File: src/rtl/sensor_link_pkg.sv
`timescale 1ns/1ps
package sensor_link_pkg;

  localparam int FRAME_BITS = 32;
  localparam logic [2:0] CRC_SEED = 3'b101;
  localparam logic [2:0] CRC_FOLD = 3'b011;  // low bits of 0xB

  typedef struct packed {
    logic loadReq;    // load request word from command port
    logic loadBlank;  // load all-zero word for the reply frame
    logic shiftOut;   // advance transmit word (falling sclk)
    logic sampleIn;   // take one miso bit (rising sclk)
    logic commit;     // latch read result
  } linkStrobeT;

  function automatic logic [2:0] crc3Of(input logic [FRAME_BITS-4:0] body);
    logic [2:0] c;
    c = CRC_SEED;
    for (int i = FRAME_BITS - 4; i >= 0; i--) begin
      c = {c[1:0], body[i]} ^ (c[2] ? CRC_FOLD : 3'b000);
    end
    return c;
  endfunction

endpackage

File: src/rtl/sensor_link_ctrl.sv
`timescale 1ns/1ps
module sensor_link_ctrl
  import sensor_link_pkg::*;
#(
  parameter int CLK_DIV = 4,
  parameter int CS_GAP  = 150
) (
  input  logic       clk,
  input  logic       rstN,
  input  logic       cmdValid,
  input  logic       cmdWrite,
  output linkStrobeT strobe,
  output logic       sclk,
  output logic       csN,
  output logic       busy,
  output logic       done
);

  localparam int DIV_W  = (CLK_DIV > 1) ? $clog2(CLK_DIV) : 1;
  localparam int GAP_W  = (CS_GAP > 1) ? $clog2(CS_GAP) : 1;
  localparam int BIT_W  = $clog2(FRAME_BITS);
  localparam int HC_W   = $clog2(CS_GAP + 1) + 1;
  localparam logic [DIV_W-1:0] DIV_LAST = DIV_W'(CLK_DIV - 1);
  localparam logic [GAP_W-1:0] GAP_LAST = GAP_W'(CS_GAP - 1);
  localparam logic [BIT_W-1:0] BIT_LAST = BIT_W'(FRAME_BITS - 1);

  typedef enum logic [1:0] {ST_IDLE, ST_FRAME, ST_GAP} stateT;

  stateT            state;
  logic [DIV_W-1:0] divCnt;
  logic [GAP_W-1:0] gapCnt;
  logic [BIT_W-1:0] bitCnt;
  logic             sclkQ, csnQ, doneQ, isRead, secondFrame;
  logic             tick, gapEnd;

  assign tick   = (state == ST_FRAME) && (divCnt == DIV_LAST);
  assign gapEnd = (state == ST_GAP) && (gapCnt == GAP_LAST);

  always_comb begin
    strobe           = '0;
    strobe.loadReq   = (state == ST_IDLE) && cmdValid;
    strobe.loadBlank = gapEnd && isRead && !secondFrame;
    strobe.sampleIn  = tick && !sclkQ;
    strobe.shiftOut  = tick && sclkQ && (bitCnt != BIT_LAST);
    strobe.commit    = gapEnd && isRead && secondFrame;
  end

  always_ff @(posedge clk) begin
    if (!rstN) begin
      state       <= ST_IDLE;
      divCnt      <= '0;
      gapCnt      <= '0;
      bitCnt      <= '0;
      sclkQ       <= 1'b0;
      csnQ        <= 1'b1;
      doneQ       <= 1'b0;
      isRead      <= 1'b0;
      secondFrame <= 1'b0;
    end else begin
      doneQ <= 1'b0;
      case (state)
        ST_IDLE: begin
          if (cmdValid) begin
            state       <= ST_FRAME;
            csnQ        <= 1'b0;
            sclkQ       <= 1'b0;
            divCnt      <= '0;
            bitCnt      <= '0;
            isRead      <= !cmdWrite;
            secondFrame <= 1'b0;
          end
        end
        ST_FRAME: begin
          if (tick) begin
            divCnt <= '0;
            sclkQ  <= !sclkQ;
            if (sclkQ) begin
              if (bitCnt == BIT_LAST) begin
                state  <= ST_GAP;
                csnQ   <= 1'b1;
                gapCnt <= '0;
              end else begin
                bitCnt <= bitCnt + 1'b1;
              end
            end
          end else begin
            divCnt <= divCnt + 1'b1;
          end
        end
        ST_GAP: begin
          if (gapEnd) begin
            if (isRead && !secondFrame) begin
              state       <= ST_FRAME;
              csnQ        <= 1'b0;
              divCnt      <= '0;
              bitCnt      <= '0;
              secondFrame <= 1'b1;
            end else begin
              state <= ST_IDLE;
              doneQ <= 1'b1;
            end
          end else begin
            gapCnt <= gapCnt + 1'b1;
          end
        end
        default: state <= ST_IDLE;
      endcase
    end
  end

  assign sclk = sclkQ;
  assign csN  = csnQ;
  assign busy = (state != ST_IDLE);
  assign done = doneQ;

  // Cycles spent with chip select high, saturating.
  logic [HC_W-1:0] highCnt;
  always_ff @(posedge clk) begin
    if (!rstN)     highCnt <= '1;
    else if (csnQ) highCnt <= (highCnt == '1) ? highCnt : highCnt + 1'b1;
    else           highCnt <= '0;
  end

  p_gap_width_r6: assert property (@(posedge clk) disable iff (!rstN)
    $fell(csnQ) |-> (highCnt >= HC_W'(CS_GAP)));

  p_sclk_parked_r5: assert property (@(posedge clk) disable iff (!rstN)
    csnQ |-> !sclkQ);

  p_done_pulse_r11: assert property (@(posedge clk) disable iff (!rstN)
    doneQ |=> !doneQ);

  p_start_needs_cmd_r2: assert property (@(posedge clk) disable iff (!rstN)
    $rose(busy) |-> $past(cmdValid));

endmodule

File: src/rtl/sensor_link_dp.sv
`timescale 1ns/1ps
module sensor_link_dp
  import sensor_link_pkg::*;
(
  input  logic        clk,
  input  logic        rstN,
  input  linkStrobeT  strobe,
  input  logic        cmdWrite,
  input  logic        cmdCapture,
  input  logic [7:0]  cmdAddr,
  input  logic [15:0] cmdWdata,
  input  logic        miso,
  output logic        mosi,
  output logic [15:0] rdData,
  output logic        rdError
);

  logic [FRAME_BITS-1:0] txSh, rxSh, reqWord;
  logic                  rxBad;

  always_comb begin
    reqWord        = '0;
    reqWord[29:22] = cmdAddr;
    reqWord[21]    = cmdWrite;
    reqWord[20]    = cmdCapture;
    reqWord[18:3]  = cmdWrite ? cmdWdata : 16'h0000;
    reqWord[2:0]   = crc3Of(reqWord[FRAME_BITS-1:3]);
  end

  assign rxBad = (crc3Of(rxSh[FRAME_BITS-1:3]) != rxSh[2:0]) || (rxSh[31] && rxSh[3]);

  always_ff @(posedge clk) begin
    if (!rstN) begin
      txSh    <= '0;
      rxSh    <= '0;
      rdData  <= '0;
      rdError <= 1'b0;
    end else begin
      if (strobe.loadReq)        txSh <= reqWord;
      else if (strobe.loadBlank) txSh <= '0;
      else if (strobe.shiftOut)  txSh <= {txSh[FRAME_BITS-2:0], 1'b0};
      if (strobe.sampleIn)       rxSh <= {rxSh[FRAME_BITS-2:0], miso};
      if (strobe.commit) begin
        rdData  <= rxSh[19:4];
        rdError <= rxBad;
      end
    end
  end

  assign mosi = txSh[FRAME_BITS-1];

  p_status_pair_flags_r10: assert property (@(posedge clk) disable iff (!rstN)
    (strobe.commit && rxSh[31] && rxSh[3]) |=> rdError);

  p_result_held_r7: assert property (@(posedge clk) disable iff (!rstN)
    !$past(strobe.commit) |-> $stable(rdData));

endmodule

File: src/rtl/sensor_link.sv
`timescale 1ns/1ps
module sensor_link
  import sensor_link_pkg::*;
#(
  parameter int CLK_DIV = 4,
  parameter int CS_GAP  = 150
) (
  input  logic        clk,
  input  logic        rstN,
  input  logic        cmdValid,
  input  logic        cmdWrite,
  input  logic        cmdCapture,
  input  logic [7:0]  cmdAddr,
  input  logic [15:0] cmdWdata,
  output logic        busy,
  output logic        done,
  output logic [15:0] rdData,
  output logic        rdError,
  output logic        sclk,
  output logic        csN,
  output logic        mosi,
  input  logic        miso
);

  linkStrobeT strobe;

  sensor_link_ctrl #(.CLK_DIV(CLK_DIV), .CS_GAP(CS_GAP)) i_ctrl (
    .clk(clk), .rstN(rstN), .cmdValid(cmdValid), .cmdWrite(cmdWrite),
    .strobe(strobe), .sclk(sclk), .csN(csN), .busy(busy), .done(done)
  );

  sensor_link_dp i_dp (
    .clk(clk), .rstN(rstN), .strobe(strobe), .cmdWrite(cmdWrite),
    .cmdCapture(cmdCapture), .cmdAddr(cmdAddr), .cmdWdata(cmdWdata),
    .miso(miso), .mosi(mosi), .rdData(rdData), .rdError(rdError)
  );

  p_mosi_moves_on_fall_r5: assert property (@(posedge clk) disable iff (!rstN)
    (!csN && $past(!csN) && !$fell(sclk)) |-> $stable(mosi));

  p_done_not_busy_r11: assert property (@(posedge clk) disable iff (!rstN)
    done |-> (!busy && csN));

endmodule

File: config.mk
export PLATFORM = sky130hd
export DESIGN_NAME = sensor_link
export DESIGN_NICKNAME = d
export VERILOG_FILES = /design/src/rtl/sensor_link_pkg.sv /design/src/rtl/sensor_link_ctrl.sv /design/src/rtl/sensor_link_dp.sv /design/src/rtl/sensor_link.sv
export SDC_FILE = /design/constraint.sdc
export NUM_CORES = 1
export LEC_CHECK = 0
export ABC_AREA = 1
export BUFFER_PORTS_ARGS = -buffer_cell sky130_fd_sc_hd__buf_2
export CORE_ASPECT_RATIO = 1.2
export CORE_MARGIN = 4
export CORE_UTILIZATION = 53
export CTS_BUF_LIST = sky130_fd_sc_hd__clkbuf_16
export CTS_CLUSTER_DIAMETER = 150
export DETAILED_ROUTE_END_ITERATION = 12
export MAX_ROUTING_LAYER = met4
export PLACE_DENSITY_LB_ADDON = 0.2
export SETUP_SLACK_MARGIN = 0.02
export SKIP_LAST_GASP = 1
export SYNTH_ARGS = -nofsm -noshare
export SYNTH_HDL_FRONTEND = slang
export SYNTH_SLANG_ARGS = --single-unit
File: constraint.sdc
create_clock -name clk -period 2.95 [get_ports clk]
set_input_delay 0.295 -clock clk [delete_from_list [all_inputs] [get_ports clk]]
set_output_delay 0.295 -clock clk [all_outputs]
set_load 0.01 [all_outputs]
# ---- Word level (Yosys, flattened, before mapping)
# Index checks and enable logic that the tools add are counted.
dict set report word_totals {
  out_inout_bits 22
  ff_bits 103
  elab_cells 210
  input_bits 30
}
dict set report classes {
  bitwise_logic 54
  n_mux 92
  n_addsub 3
  eq_ne 15
  n_reduce_logical 32
}
# operator count
set ops {}
lappend ops {{$xor A3 B3 Y3} 51}
lappend ops {{$mux W2} 60}
lappend ops {{$mux W30} 3}
lappend ops {{$mux W8} 4}
lappend ops {{$mux W5} 6}
lappend ops {{$mux W16} 1}
lappend ops {{$pmux W8 S2} 1}
lappend ops {{$pmux W5 S3} 1}
lappend ops {{$reduce_and A7 Y1} 2}
lappend ops {{$pmux W2 S3} 2}
lappend ops {{$logic_and A1 B1 Y1} 11}
lappend ops {{$mux W1} 11}
lappend ops {{$ne A2 B2 Y1 const B} 5}
lappend ops {{$reduce_and A5 Y1} 2}
lappend ops {{$add A8 B1 Y8 const B} 1}
lappend ops {{$eq A8 B8 Y1 const B} 1}
lappend ops {{$reduce_and A4 Y1} 2}
lappend ops {{$reduce_bool A2 Y1} 4}
lappend ops {{$ne A2 B1 Y1 const B} 3}
lappend ops {{$reduce_and A3 Y1} 2}
lappend ops {{$reduce_bool A3 Y1} 2}
lappend ops {{$add A5 B1 Y5 const B} 1}
lappend ops {{$eq A5 B5 Y1 const B} 1}
lappend ops {{$ne A5 B5 Y1 const B} 1}
lappend ops {{other kinds (13)} 18}

# ---- Depth between registers and ports, before layout
dict set report logic_depth {
  depth_word 57
  mapped_depth 38
  depth_no_buf 38
}

# ---- Hierarchy
# Synthesis repeated with hierarchy kept, for this count alone.
dict set report hier_totals {
  hier_cells 1009
  hier_area_um2 6481.2
}
# mod cells_per_inst area_per_inst_um2 seq_area_each_um2 n_inst
set modules_own_cells {}
lappend modules_own_cells {sensor_link_dp 829 5226.3 1621.6 1}
lappend modules_own_cells {sensor_link_ctrl 180 1255.0 440.4 1}

# ---- Least setup slack after synthesis
# OpenSTA, ideal clock, no wires.
dict set report synth_timing {
  path_type {flip-flop to flip-flop}
  start {register i_dp.rxSh[31]}
  end {register i_dp.rdError}
  arrival_time_ns 3.015
  n_path_buf 0
  synth_period_minus_slack_ns 3.134
  setup_ns 0.119
  path_slack_ns -0.184
  path_stages_with_launch 34
  required_time_ns 2.831
  cell_sequence {dfxtp_1 inv_2 nand2_1 nand2_1 nand2_1 nand2_1 nand2_1 nand2_1 nand2_1 nand2_1 inv_1 nand3_1 nand2_1 nand3_1 nand2_1 nand2_1 nand2_1 nand2_1 nand2_1 nand2_1 nand2_1 nand2_1 nand2_1 nand2_1 nand2_1 nand3_1 nand2_1 nand3_1 nand2_1 nand2_1 nand2_1 nand2_1 a21oi_1 a21oi_1}
}
dict set report synth_between {
  elab_chain_cells 43
  elab_cells_between_ends 56
  cone_classes {eq/ne (1); mux (25); bitwise (28); reduce/logical (2)}
}
# item line
set synth_lines {}
lappend synth_lines {{from (decl)} sensor_link_dp.sv:18} ;# logic [FRAME_BITS-1:0] txSh, rxSh, reqWord;
lappend synth_lines {{from (signal assigned)} sensor_link_dp.sv:42} ;# if (strobe.sampleIn) rxSh <= {rxSh[FRAME_BITS-2:0], miso};
lappend synth_lines {{$not A2 Y2 (no line)} -}
lappend synth_lines {{$xor A3 B3 Y3} sensor_link_pkg.sv:20} ;# c = {c[1:0], body[i]} ^ (c[2] ? CRC_FOLD : 3'b000);
lappend synth_lines {{$mux W2} sensor_link_pkg.sv:20}
lappend synth_lines {{$xor A3 B3 Y3 (2 in series)} sensor_link_pkg.sv:20}
lappend synth_lines {{$mux W2 or $xor A3 B3 Y3 (tied branches)} sensor_link_pkg.sv:20}
lappend synth_lines {{$xor A3 B3 Y3 or $mux W2 (tied branches)} sensor_link_pkg.sv:20}
lappend synth_lines {{$xor A3 B3 Y3} sensor_link_pkg.sv:20}
lappend synth_lines {{$mux W2 or $xor A3 B3 Y3 (tied branches)} sensor_link_pkg.sv:20}
lappend synth_lines {{[... 26 more ...]} -}
lappend synth_lines {{$mux W2 or $xor A3 B3 Y3 (tied branches)} sensor_link_pkg.sv:20}
lappend synth_lines {{$xor A3 B3 Y3 or $mux W2 (tied branches)} sensor_link_pkg.sv:20}
lappend synth_lines {{$xor A3 B3 Y3} sensor_link_pkg.sv:20}
lappend synth_lines {{$xor A3 B3 Y3 or $mux W2 (tied branches)} sensor_link_pkg.sv:20}
lappend synth_lines {{$mux W2 or $xor A3 B3 Y3 (tied branches)} sensor_link_pkg.sv:20}
lappend synth_lines {{$xor A3 B3 Y3} sensor_link_pkg.sv:20}
lappend synth_lines {{$ne A3 B3 Y1} sensor_link_dp.sv:30} ;# assign rxBad = (crc3Of(rxSh[FRAME_BITS-1:3]) != rxSh[2:0]) || (rxSh[31] && rxSh[3]);
lappend synth_lines {{$logic_or A1 B1 Y1 (*)} sensor_link_dp.sv:30}
lappend synth_lines {{to (signal assigned)} sensor_link_dp.sv:45} ;# rdError <= rxBad;
lappend synth_lines {{to (decl)} sensor_link_dp.sv:15} ;# output logic rdError
# Mark *: on every way between the ends. The rest lies on a longest branch, timed or not.
# A chain may end at the register's enable or synchronous reset.

# ---- Final worst setup path
dict set report layout_timing {
  start {register i_dp.rxSh[27]}
  end {register i_dp.rdError}
}
dict set report layout_between {
  elab_chain_cells 38
  elab_cells_between_ends 48
  cone_classes {eq/ne (1); mux (21); bitwise (25); reduce/logical (1)}
}
# item line
set layout_lines {}
lappend layout_lines {{$xor A3 B3 Y3 (*) (3 in series)} sensor_link_pkg.sv:20}
lappend layout_lines {{$mux W2 (*)} sensor_link_pkg.sv:20}
lappend layout_lines {{$xor A3 B3 Y3 (*) (2 in series)} sensor_link_pkg.sv:20}
lappend layout_lines {{$mux W2 or $xor A3 B3 Y3 (tied branches)} sensor_link_pkg.sv:20}
lappend layout_lines {{$xor A3 B3 Y3 (*) (2 in series)} sensor_link_pkg.sv:20}
lappend layout_lines {{$mux W2 or $xor A3 B3 Y3 (tied branches)} sensor_link_pkg.sv:20}
lappend layout_lines {{$xor A3 B3 Y3 (*) (2 in series)} sensor_link_pkg.sv:20}
lappend layout_lines {{$mux W2 or $xor A3 B3 Y3 (tied branches)} sensor_link_pkg.sv:20}
lappend layout_lines {{[... 14 more ...]} -}
lappend layout_lines {{$mux W2 or $xor A3 B3 Y3 (tied branches)} sensor_link_pkg.sv:20}
lappend layout_lines {{$xor A3 B3 Y3 (*) (2 in series)} sensor_link_pkg.sv:20}
lappend layout_lines {{$mux W2 or $xor A3 B3 Y3 (tied branches)} sensor_link_pkg.sv:20}
lappend layout_lines {{$xor A3 B3 Y3 (*) (3 in series)} sensor_link_pkg.sv:20}
lappend layout_lines {{$mux W2 or $xor A3 B3 Y3 (tied branches)} sensor_link_pkg.sv:20}
lappend layout_lines {{$xor A3 B3 Y3 (*)} sensor_link_pkg.sv:20}
lappend layout_lines {{$ne A3 B3 Y1 (*)} sensor_link_dp.sv:30}
lappend layout_lines {{$logic_or A1 B1 Y1 (*)} sensor_link_dp.sv:30}
# Marked as above.

==> flow_summary.yaml <==
timing:
  fin_ws_ps: -751
  report.final.slew_viol_count: 0
  rsz0062_at_grt: "yes"
  holdWs_ps: 199
  min_period_over_period: 1.25
  hold_violations: 0
  slew_headroom: 0.669
  clock_skew_ps: 10.8
  setup_viol: 1
  tightestPinTransition_ps: 496
  fin_tns_setup_ps: -751
  fmaxAchievable_mhz: 270
  min_period_ps: 3700
cts:
  clk_latency_ps: 350
  htree_levels: 3
  cts_made_buffers: 9
  hold_buffers: 0
  clkTransAtPathRegs_ps: 80
  cts_buffer_depth: 2
  cts_root_buffer: "clkbuf_16"
  tritoncts: "built"
  clock_sinks: 103
power:
  ir_worst_vdd_mv: 0.758
  power.static_leakage_uw: 0.00329
  power_density_nw_per_um2: 912
drt:
  wl_per_cell_um: 15.3
  vias_per_cell: 5.68
  vias: 5993
  wirelength_mm: 16.1
  firstDrtPassIters: 6
  drtAntennaViolNets: 0
  first_iter_violations: 318
  remaining_drc_errors: 0
finish:
  drive_above_1_share: 0.315
  finish.net_count: 959
  final_common_cell: "nand2_1"
  stdcell_count: 1055
  fill_cells: 774
  mostFrequentLayoutCells: "187 x nand2_1, 97 x dfxtp_1, 69 x a21oi_1"
  areaGrowthSynthToFinish_pct: 34.8
  antenna_cells: 0
global_route:
  grt_usage: 0.236
  top_usage_layer: "met2"
  grt_overflow: 0
  grt_pass1_wl_mm: 23.4
  grt_max_degree: 55
  grt.met3_usage: 0.0381
  antenna_found_initial: 0
  grt.met1_usage: 0.256
  grt_pass1_vias: 5390
  met2_usage: 0.426
floorplan:
  die_h_um: 120
  boundaryPins: 52
  start_util: 0.549
  fp.coreArea_um2: 10200
  die-area_um2: 12200
  rows: 40
  die_x_um: 102
logic_synthesis:
  yosys_warnings: 0
  synthesis.nets: 892
  yosysUniqueCellTypes: 27
  syn_area_um2: 5580
  synth_cells: 857
  synth-async-reset-ratio: 0
  seq_area_frac_synth: 0.370
  ys.flop_type: "dfxtp_1"
  synth_edf_count: 0
  post_synth.cell_area_avg_um2: 6.51
  synth-seq-cells: 103
setup_path:
  endpoint_kind: "flip-flop"
  regToRegStartpoint: "i_dp.rxSh[27]$_SDFFE_PN0P_"
  crit_type: "reg -> reg"
  worst_ep_required_time_ps: 3180
  cp_common_cell: "nand2_2"
  slowest_delay_ps: 380
  crit_path_start: "i_dp.rxSh[27]$_SDFFE_PN0P_"
  crit_fanout: 5
  cpMaxStageDelayCell: "dfxtp_4"
  critPathLaunchType: "flip-flop"
  cp.arrival_ps: 3930
place:
  gp_congestion: 0.936
  placed_cells: 1030
  hpwl_mm: 9.49
  portBuffers: 51
  post-place-ws_ps: -452
worst_hold_path:
  worstHoldStart: "miso"
  worstHoldPathType: "in -> reg"
flow_run:
  drv_cap: 0
status:
  status: "complete, but fails checks"
  violations: "negative setup slack"
[worst paths after layout]
path	endpoint	slack (ps)	cells past startpoint
setup reg to reg	i_dp.rdError$_SDFFE_PN0P_	-750	30
setup / recovery	i_dp.rdError$_SDFFE_PN0P_	-750	30
hold reg to reg	i_ctrl.csN$_SDFFE_PN1P_	460	2
hold / removal	i_dp.rxSh[0]$_SDFFE_PN0P_	200	3
[critical path: cells and delay by family (launching register included)]
kind	cells	cell delay, ps
compound gates	1	70
xor+xnor	1	270
simple gates	28	2840
flops	1	380
[final cells by class]
type / instances / area, um2 / share of cell area
multi-input combinational: 645 / 4120 / 0.548
clock inverter: 7 / 70.1 / 0.00931
sequential: 103 / 2080 / 0.277
tap: 126 / 158 / 0.0210
timing repair buffer: 86 / 549 / 0.0730
clock buffer: 9 / 225 / 0.0299
inverter: 79 / 314 / 0.0417
[stage by stage]
| step | utilization | instance area, um2 | total power (uW) |
|---|---|---|---|
| 6_report | 0.740 | 7520 | 6860 |
| 5_1_grt | 0.740 | 7520 | 7450 |
| 3_5_place_dp | 0.612 | 6220 | 4820 |
| 4_1_cts | 0.662 | 6730 | 6300 |
| 3_3_place_gp | 0.612 | 6220 | 4650 |
| 2_1_floorplan | - | 5720 | 4230 |
[sequential cells by signal (all words and copies together) (netlist names)]
register / count
i_ctrl.bitCnt: 5
i_ctrl.csN: 1
i_ctrl.divCnt: 2
i_ctrl.done: 1
i_ctrl.gapCnt: 8
i_ctrl.isRead: 1
i_ctrl.sclk: 1
i_ctrl.secondFrame: 1
i_ctrl.state: 2
i_dp.rdData: 16
i_dp.rdError: 1
i_dp.rxSh: 32
i_dp.txSh: 32
[kinds of logic after synthesis]
logic type	Yosys count	synth area share
XOR/XNOR	40	0.0709
adder cells (fa/ha/maj)	5	0.0112
buffers and inverters	109	0.0736
AO/OA/AOI/OAI	153	0.145
flip-flops	103	0.370
AND/OR/NAND/NOR	447	0.330
[metal layers]
| metal | wire, um | part of all wire | vias up |
|---|---|---|---|
| met5 | 0 | 0 | - |
| met4 | 646 | 0.040 | 0 |
| met3 | 941 | 0.058 | 65 |
| met2 | 8560 | 0.53 | 224 |
| met1 | 5960 | 0.37 | 2784 |
| li1 | - | - | 2920 |
[cell usage after synthesis, drive strengths merged (2+ instances only)]
cell / n / share of area
and3: 3 / 0.0034
inv: 78 / 0.052
nor4: 2 / 0.0022
dfxtp: 103 / 0.37
nor2: 35 / 0.024
or2: 2 / 0.0022
a21oi: 69 / 0.062
ha: 5 / 0.011
xnor2: 18 / 0.031
a211oi: 2 / 0.0027
nand3b: 3 / 0.0040
o21ai: 53 / 0.048
xor2: 22 / 0.040
a31oi: 27 / 0.030
nand3: 90 / 0.081
clkbuf: 29 / 0.020
nand2: 300 / 0.20
nor3: 11 / 0.0099
[timing repair]
action	4_1_cts	5_1_grt
endpoints found under the setup margin	4	4
gates resized for setup	49	180
setup buffers	2	7
gates cloned	0	0
pin swaps	31	90
[report_power, final]
group	internal, uW	switching, uW	total [uW]
Combinational	1600	2580	4180
Sequential	1450	36.6	1480
Clock	659	538	1200
Total	3710	3150	6860
Note: power is estimated with default switching activity, not from simulation.
